`config.mk`:
```
export PLATFORM = sky130hd
export DESIGN_NAME = fau_operand_resolver
export DESIGN_NICKNAME = d
export VERILOG_FILES = /design/src/rtl/fau_res_pkg.sv /design/src/rtl/fau_idx_decode.sv /design/src/rtl/fau_mod_decode.sv /design/src/rtl/fau_pc_resolve.sv /design/src/rtl/fau_operand_resolver.sv
export SDC_FILE = /design/constraint.sdc
export NUM_CORES = 1
export LEC_CHECK = 0
export CELL_PAD_IN_SITES_DETAIL_PLACEMENT = 1
export CELL_PAD_IN_SITES_GLOBAL_PLACEMENT = 2
export CORE_AREA = 5 5 230 232
export DETAILED_ROUTE_END_ITERATION = 10
export DIE_AREA = 0 0 235 237
export PLACE_DENSITY_LB_ADDON = 0.1
export SYNTH_ARGS = -nofsm -noshare
export SYNTH_HDL_FRONTEND = slang
export SYNTH_SLANG_ARGS = --single-unit
```
`constraint.sdc`:
```
create_clock -name clk_i -period 0.8 [get_ports clk_i]
set_input_delay 0.16 -clock clk_i [delete_from_list [all_inputs] [get_ports clk_i]]
set_output_delay 0.16 -clock clk_i [all_outputs]
set_load 0.01 [all_outputs]
```
`src/rtl/fau_res_pkg.sv`:
```
package fau_res_pkg;
  typedef enum logic [1:0] {
    KIND_UNI   = 2'd0,
    KIND_CONST = 2'd1,
    KIND_SPEC  = 2'd2
  } src_kind_e;

  typedef enum logic [1:0] {
    CMOD_NONE    = 2'd0,
    CMOD_PC_LO   = 2'd1,
    CMOD_PC_HI   = 2'd2,
    CMOD_PC_LOHI = 2'd3
  } cmod_e;

  localparam int unsigned IDX_W = 8;
  localparam int unsigned SLOT_W = 3;
endpackage

```
`src/rtl/fau_idx_decode.sv`:
```
module fau_idx_decode import fau_res_pkg::*; (
  input  logic [IDX_W-1:0]  idx_i,
  output src_kind_e         kind_o,
  output logic [6:0]        sel_o,
  output logic [SLOT_W-1:0] slot_o,
  output logic              reserved_o
);
  logic [2:0] nib;
  assign nib = idx_i[6:4];

  always_comb begin
    kind_o     = KIND_SPEC;
    sel_o      = idx_i[6:0];
    slot_o     = '0;
    reserved_o = 1'b0;
    if (idx_i[7]) begin
      kind_o = KIND_UNI;
    end else if (nib >= 3'd2) begin
      kind_o = KIND_CONST;
      // scrambled slot map: 2,3 -> 4,5 ; 4..7 -> 0..3
      slot_o = (nib < 3'd4) ? SLOT_W'(nib + 3'd2) : SLOT_W'(nib - 3'd4);
      sel_o  = {4'd0, slot_o};
    end else begin
      reserved_o = (idx_i[4] == 1'b1) || (idx_i[3:0] == 4'd7);
    end
  end
endmodule

```
`src/rtl/fau_mod_decode.sv`:
```
module fau_mod_decode import fau_res_pkg::*; (
  input  logic [3:0] m1_i,
  input  logic [3:0] m2_i,
  output cmod_e      mod0_o,
  output cmod_e      mod1_o,
  output logic       err_o
);
  always_comb begin
    mod0_o = CMOD_NONE;
    mod1_o = CMOD_NONE;
    err_o  = 1'b0;
    if (!m1_i[3]) begin
      unique case (m1_i[2:0])
        3'd0: ;
        3'd1: mod0_o = CMOD_PC_LO;
        3'd2: begin mod0_o = CMOD_PC_LO; mod1_o = CMOD_PC_LO; end
        3'd3: err_o = 1'b1;
        3'd4: mod0_o = CMOD_PC_HI;
        3'd5: begin mod0_o = CMOD_PC_HI; mod1_o = CMOD_PC_HI; end
        3'd6: mod0_o = CMOD_PC_LO;
        3'd7: begin
          if (m2_i >= 4'd4) begin
            err_o = 1'b1;
          end else begin
            mod0_o = CMOD_PC_LOHI;
            unique case (m2_i[1:0])
              2'd0: mod1_o = CMOD_NONE;
              2'd2: mod1_o = CMOD_PC_LOHI;
              default: mod1_o = CMOD_PC_HI;
            endcase
          end
        end
        default: ;
      endcase
    end
  end
endmodule

```
`src/rtl/fau_pc_resolve.sv`:
```
module fau_pc_resolve import fau_res_pkg::*; #(
  parameter int unsigned CONST_W  = 64,
  parameter int unsigned CLAUSE_W = 32
) (
  input  logic [CONST_W-1:0]  imm_i,
  input  cmod_e               mod_i,
  input  logic                hi_i,
  input  logic [CLAUSE_W-1:0] clause_i,
  output logic                is_pc_o,
  output logic [CONST_W-1:0]  offset_o,
  output logic [CLAUSE_W-1:0] target_o,
  output logic                misalign_o,
  output logic                zero_o
);
  localparam int unsigned HALF_W = CONST_W / 2;
  localparam int unsigned PAD_W  = CONST_W - HALF_W + 4;

  logic [CONST_W-1:0] sx_long, sx_lo, sx_hi, step;

  assign sx_long = {{4{imm_i[CONST_W-5]}}, imm_i[CONST_W-5:0]};
  assign sx_lo   = {{PAD_W{imm_i[HALF_W-5]}}, imm_i[HALF_W-5:0]};
  assign sx_hi   = {{PAD_W{imm_i[CONST_W-5]}}, imm_i[CONST_W-5:HALF_W]};

  always_comb begin
    is_pc_o  = 1'b0;
    offset_o = '0;
    unique case (mod_i)
      CMOD_PC_LO:   begin is_pc_o = 1'b1; offset_o = sx_long; end
      CMOD_PC_HI:   begin is_pc_o = hi_i; offset_o = hi_i ? sx_hi : '0; end
      CMOD_PC_LOHI: begin is_pc_o = 1'b1; offset_o = hi_i ? sx_hi : sx_lo; end
      default: ;
    endcase
  end

  // offset in bytes, clauses are 16 bytes
  assign step       = $signed(offset_o) >>> 4;
  assign target_o   = clause_i + step[CLAUSE_W-1:0];
  assign misalign_o = is_pc_o && (offset_o[3:0] != 4'd0);
  assign zero_o     = is_pc_o && (offset_o == '0);
endmodule

```
`src/rtl/fau_operand_resolver.sv`:
```
module fau_operand_resolver import fau_res_pkg::*; #(
  parameter int unsigned CLAUSE_W  = 32,
  parameter int unsigned CONST_W   = 64,
  parameter int unsigned NUM_CONST = 6
) (
  input  logic                          clk_i,
  input  logic                          rst_ni,
  input  logic [7:0]                    fau_idx_i,
  input  logic                          hi_half_i,
  input  logic [CLAUSE_W-1:0]           clause_idx_i,
  input  logic [NUM_CONST*CONST_W-1:0]  const_i,
  input  logic [NUM_CONST*2-1:0]        const_mod_i,
  input  logic [3:0]                    m1_i,
  input  logic [3:0]                    m2_i,
  output logic [1:0]                    kind_o,
  output logic [6:0]                    sel_o,
  output logic                          word_hi_o,
  output logic [CONST_W/2-1:0]          operand_o,
  output logic                          is_pc_o,
  output logic [CONST_W-1:0]            pc_offset_o,
  output logic [CLAUSE_W-1:0]           pc_target_o,
  output logic                          self_loop_o,
  output logic                          err_o,
  output logic [1:0]                    mod0_o,
  output logic [1:0]                    mod1_o,
  output logic                          mod_err_o
);
  localparam int unsigned HALF_W = CONST_W / 2;

  logic [CONST_W-1:0] const_arr [NUM_CONST];
  cmod_e              mod_arr   [NUM_CONST];

  for (genvar s = 0; s < NUM_CONST; s++) begin : g_unpack
    assign const_arr[s] = const_i[s*CONST_W +: CONST_W];
    assign mod_arr[s]   = cmod_e'(const_mod_i[s*2 +: 2]);
  end

  src_kind_e         kind_d;
  logic [6:0]        sel_d;
  logic [SLOT_W-1:0] slot;
  logic              reserved;

  fau_idx_decode u_idx (
    .idx_i      (fau_idx_i),
    .kind_o     (kind_d),
    .sel_o      (sel_d),
    .slot_o     (slot),
    .reserved_o (reserved)
  );

  logic [CONST_W-1:0] imm;
  cmod_e              mod_sel;
  logic [HALF_W-1:0]  operand_d;

  always_comb begin
    imm       = '0;
    mod_sel   = CMOD_NONE;
    operand_d = '0;
    if (kind_d == KIND_CONST && int'(slot) < NUM_CONST) begin
      imm       = const_arr[slot] | CONST_W'(fau_idx_i[3:0]);
      mod_sel   = mod_arr[slot];
      operand_d = hi_half_i ? imm[CONST_W-1:HALF_W] : imm[HALF_W-1:0];
    end
  end

  logic                is_pc_d, misalign, zero_off;
  logic [CONST_W-1:0]  offset_d;
  logic [CLAUSE_W-1:0] target_d;

  fau_pc_resolve #(.CONST_W(CONST_W), .CLAUSE_W(CLAUSE_W)) u_pc (
    .imm_i      (imm),
    .mod_i      (mod_sel),
    .hi_i       (hi_half_i),
    .clause_i   (clause_idx_i),
    .is_pc_o    (is_pc_d),
    .offset_o   (offset_d),
    .target_o   (target_d),
    .misalign_o (misalign),
    .zero_o     (zero_off)
  );

  cmod_e m0_d, m1_d;
  logic  merr_d;

  fau_mod_decode u_mod (
    .m1_i   (m1_i),
    .m2_i   (m2_i),
    .mod0_o (m0_d),
    .mod1_o (m1_d),
    .err_o  (merr_d)
  );

  always_ff @(posedge clk_i or negedge rst_ni) begin
    if (!rst_ni) begin
      kind_o      <= '0;
      sel_o       <= '0;
      word_hi_o   <= 1'b0;
      operand_o   <= '0;
      is_pc_o     <= 1'b0;
      pc_offset_o <= '0;
      pc_target_o <= '0;
      self_loop_o <= 1'b0;
      err_o       <= 1'b0;
      mod0_o      <= '0;
      mod1_o      <= '0;
      mod_err_o   <= 1'b0;
    end else begin
      kind_o      <= kind_d;
      sel_o       <= sel_d;
      word_hi_o   <= hi_half_i;
      operand_o   <= operand_d;
      is_pc_o     <= is_pc_d;
      pc_offset_o <= offset_d;
      pc_target_o <= is_pc_d ? target_d : '0;
      self_loop_o <= zero_off;
      err_o       <= reserved | misalign;
      mod0_o      <= m0_d;
      mod1_o      <= m1_d;
      mod_err_o   <= merr_d;
    end
  end
endmodule

```
==> summary.txt, run 1 <==
STATUS
------------------------------------------------------------------------------------
Result of the run                                                       complete, but fails checks
Failing checks                                                          negative setup slack

WORST SETUP PATH
------------------------------------------------------------------------------------
Data required time of the worst path                                         1130 ps
Crit-path max FO                                                                   8
Arrival time worst endpoint                                                  3900 ps
Crit start category                                                       input port
WS Path Type                                                            input port to flip-flop
CP endpoint kind                                                           flip-flop

PLACE
------------------------------------------------------------------------------------
Placed instance area                                                     0.0198 mm^2
IO buf count                                                                     592
Post-Place Worst Slack                                                      -3820 ps
Detail Placement HPWL                                                       62300 um
Final estimated routing congestion in global placement                         0.902
# placed instances                                                              2624

STA
------------------------------------------------------------------------------------
Worst hold-check slack                                                        193 ps
Maximum achievable frequency                                                 280 MHz
Slew @ Worst Pin                                                              847 ps
Count of endpoints failing hold in the final timing report                         0
Number of max-slew violations in the final report                                  0
Final critical path time including I/O delays and setup                      3570 ps
Final Worst Setup Slack                                                     -2770 ps
Finish-stage setup viols                                                         277
Post-route fraction of the period consumed by the critical path                 446%
Final setup TNS                                                           -283290 ps
Slew HR                                                                        43.5%
RSZ-0062 raised after global routing                                             yes

LOGIC SYNTHESIS
------------------------------------------------------------------------------------
Share of flip-flops with an asynchronous set or reset after synthesis           100%
#FFs+latches synth                                                               142
Mean Syn Cell Area                                                         9.09 um^2
Most common cell in the synthesized netlist                             sky130_fd_sc_hd__dfrtp_1
Adder-Cell Fraction of Synth Area                                              4.13%
XOR/XNOR Fraction of Synth Area                                                1.86%
Yosys warning total                                                                0
Synthesized netlist cell count                                                  1087
Post-synthesis sequential area ratio                                           36.0%
Most area-consuming cells after synthesis                               sky130_fd_sc_hd__dfrtp_1 36%, sky130_fd_sc_hd__mux2i_1 6.3%, sky130_fd_sc_hd__a21oi_1 4.6%, sky130_fd_sc_hd__nand2_1 4.1%, sky130_fd_sc_hd__ha_1 3.9%
Count of cell types in the netlist                                                85
Net count after synthesis                                                       1566
Largest area contributor in the synthesized netlist                     sky130_fd_sc_hd__dfrtp_1
Number of flops mapped to enable cells by yosys                                    0
Fraction of synthesized cell area taken by the top area cell type              36.0%
List of most frequent post-synthesis cells                              142 x sky130_fd_sc_hd__dfrtp_1, 108 x sky130_fd_sc_hd__nand2_1, 90 x sky130_fd_sc_hd__a21oi_1
Main combinational cell family by area after synthesis                  compound AO/OA/AOI/OAI gates
Share of the synthesized area in compound gates (AO/OA/AOI/OAI)                25.0%
Simple-gate area share of the yosys netlist                                    15.8%
Post-synth top flop                                                     sky130_fd_sc_hd__dfrtp_1
Proportion of synthesized area in mux cells                                    12.6%
Total standard cell area after synthesis                                0.00988 mm^2

ROUTING
------------------------------------------------------------------------------------
Total iterations of the first detailed-routing run                                 4
Number of remaining DRC errors                                                     0
Vias per cell                                                                   4.73
Sum of routed wire length over all layers                                   76300 um
Routed length per placed instance                                            27.1 um
Via count                                                                      13.4k
Initial DRC Count                                                                584
Antenna Violating Nets Remaining                                                   0

CLOCKING
------------------------------------------------------------------------------------
# H-tree levels                                                                    4
Maximum number of buffers from clock root to sink                                  2
Number of buffers inserted during clock tree synthesis                            17
Clock transition at path regs                                                  60 ps
Clk Tree Root Cell                                                      sky130_fd_sc_hd__clkbuf_16
Clock tree from TritonCTS                                                        yes
Clock sink count                                                                 142

GLOBAL ROUTE
------------------------------------------------------------------------------------
Initial antenna violation count                                                   18
Pin count of the biggest net entering global routing                              54
Gr ovfl total                                                                      0
GRT Overall Usage                                                              25.8%
Via count of the first global-routing pass                                     14.9k
Wire length of the first global-routing pass                               107000 um

MIN PATH
------------------------------------------------------------------------------------
Worst min-delay path category                                           input port to flip-flop

CELLS AND AREA
------------------------------------------------------------------------------------
Post-layout net count                                                           2602
Non-filler cells, final                                                         2822
Area added between synthesis and finish                                         147%
Share of post-route cells with drive strength above 1                          43.9%
Post-route design area                                                   0.0244 mm^2

DIE
------------------------------------------------------------------------------------
Num rows                                                                          83
Die Ht                                                                        237 um
Std-Cell Core Area                                                       0.0508 mm^2
Initial cell density of the core                                               19.4%
Die footprint                                                            0.0557 mm^2
Number of I/O pins                                                               593
Die Span X                                                                    235 um

POWER AND IR DROP
------------------------------------------------------------------------------------
Cell leakage power                                                           10.3 nW
Peak supply drop                                                             1.31 mV
Power density relative to cell area                                     1290 mW/mm^2

RUN
------------------------------------------------------------------------------------
Max-Cap Viols                                                                      0

## final timing paths
kind | startpoint | to | slack, ps | depth (start not counted)
max | fau_idx_i[7] | pc_target_o[28] | -2770 | 20
max in group asynchronous | rst_ni | operand_o[2] | 280 | 3
min in group asynchronous | rst_ni | pc_offset_o[20] | 260 | 3
min | fau_idx_i[6] | kind_o[1] | 190 | 4
## per-stage QoR
stage	total power, W	utilization [%]
after CTS	0.0310	46.4
after global routing	0.0326	48.0
after floorplan	0.0122	-
after global placement	0.0193	39.0
final	0.0314	48.0
after detailed placement	0.0195	39.0
## state kept, by name, summed over array words and instances (netlist names), 2 cells and up
name and count:
mod0_o 2, pc_offset_o 60, mod1_o 2, sel_o 7, operand_o 32, kind_o 2, pc_target_o 32
## report_power, final
part,switching [W],internal (W),total [W]
logic,0.00634,0.00794,0.0143
registers,0.000205,0.00772,0.00792
clock network,0.00334,0.00586,0.00920
## final cells by class
class / count / area (um^2)
Fill cell: 5463 / 26400
Multi-Input combinational cell: 846 / 8310
Inverter: 15 / 73.8
Tap cell: 680 / 851
Clock buffer: 18 / 429
Antenna cell: 6 / 15.0
Clock inverter: 14 / 239
Sequential cell: 142 / 3550
Timing Repair Buffer: 1100 / 10900
Timing Repair inverter: 1 / 11.3
## layer usage
metal  global-route usage (%)  vias to the layer above  part of all wire [%]
met5                        0                        -                  0.15
met4                     4.71                       16                   1.9
met3                     5.25                       82                   4.5
met2                     48.1                      398                    53
met1                     31.1                     6675                    41
li1                         -                     6179                     -
## cell families (layout without fill, tap and decap cells)
family                   Yosys count  after routing
other                              0              6
adder cells (fa/ha/maj)           32             32
buffers and inverters            100           1148
flip-flops                       142            142
AND/OR/NAND/NOR                  326            327
multiplexers                     101            101
AO/OA/AOI/OAI                    365            365
XOR/XNOR                          21             21
## placed cells by master, fill, tap and decap left out, types with 11 or more instances in the layout
cell type,n
sky130_fd_sc_hd__buf_12,36
sky130_fd_sc_hd__buf_8,16
sky130_fd_sc_hd__a211oi_2,14
sky130_fd_sc_hd__nor2_1,67
sky130_fd_sc_hd__clkbuf_16,18
sky130_fd_sc_hd__a21o_1,15
sky130_fd_sc_hd__nand3_1,18
sky130_fd_sc_hd__nand2_2,11
sky130_fd_sc_hd__or2_4,19
sky130_fd_sc_hd__o21ai_0,18
sky130_fd_sc_hd__a21oi_4,20
sky130_fd_sc_hd__o21ai_1,11
sky130_fd_sc_hd__ha_1,13
sky130_fd_sc_hd__mux2_2,19
sky130_fd_sc_hd__nor2_2,13
sky130_fd_sc_hd__a21oi_1,39
sky130_fd_sc_hd__clkdlybuf4s50_1,569
sky130_fd_sc_hd__o22ai_4,18
sky130_fd_sc_hd__a21oi_2,31
sky130_fd_sc_hd__buf_4,314
sky130_fd_sc_hd__o211ai_1,12
sky130_fd_sc_hd__a22oi_2,27
sky130_fd_sc_hd__o22ai_1,12
sky130_fd_sc_hd__ha_4,18
sky130_fd_sc_hd__buf_6,139
sky130_fd_sc_hd__nand2_1,93
sky130_fd_sc_hd__o21ai_2,12
sky130_fd_sc_hd__mux2i_1,53
sky130_fd_sc_hd__dfrtp_1,142
sky130_fd_sc_hd__inv_1,11
sky130_fd_sc_hd__mux4_2,16
## critical path, stage by stage
cell                       delay [ps]
sky130_fd_sc_hd__buf_8            100
sky130_fd_sc_hd__buf_12           130
sky130_fd_sc_hd__buf_6            110
sky130_fd_sc_hd__or3b_4           460
sky130_fd_sc_hd__buf_8            180
sky130_fd_sc_hd__buf_6            130
sky130_fd_sc_hd__o211ai_1         210
sky130_fd_sc_hd__buf_4            190
sky130_fd_sc_hd__o22ai_4          100
sky130_fd_sc_hd__ha_4             300
sky130_fd_sc_hd__buf_6            140
sky130_fd_sc_hd__nand3_4          120
sky130_fd_sc_hd__nor3_4           220
sky130_fd_sc_hd__a22oi_2          140
sky130_fd_sc_hd__o21ba_4          240
sky130_fd_sc_hd__o31ai_4          240
sky130_fd_sc_hd__a22o_1           220
sky130_fd_sc_hd__o22ai_2          100
sky130_fd_sc_hd__buf_4            150
sky130_fd_sc_hd__a211o_1          240
## what timing repair did
action,in CTS,in global routing
resized for setup,478,129
buffers inserted,132,52
endpoints found under the setup margin,282,277
hold endpoints to repair,142,0
hold buffers,1,0
pin swaps,141,119
gates cloned,6,1
No activity file was read; power rests on OpenSTA's default activity.
==> run 2, diff against run 1 <==
Settings changed: CAP_MARGIN set to 20.
==> results of run 2 <==
Final layout, timing and power as in run 1 (identical DEF).
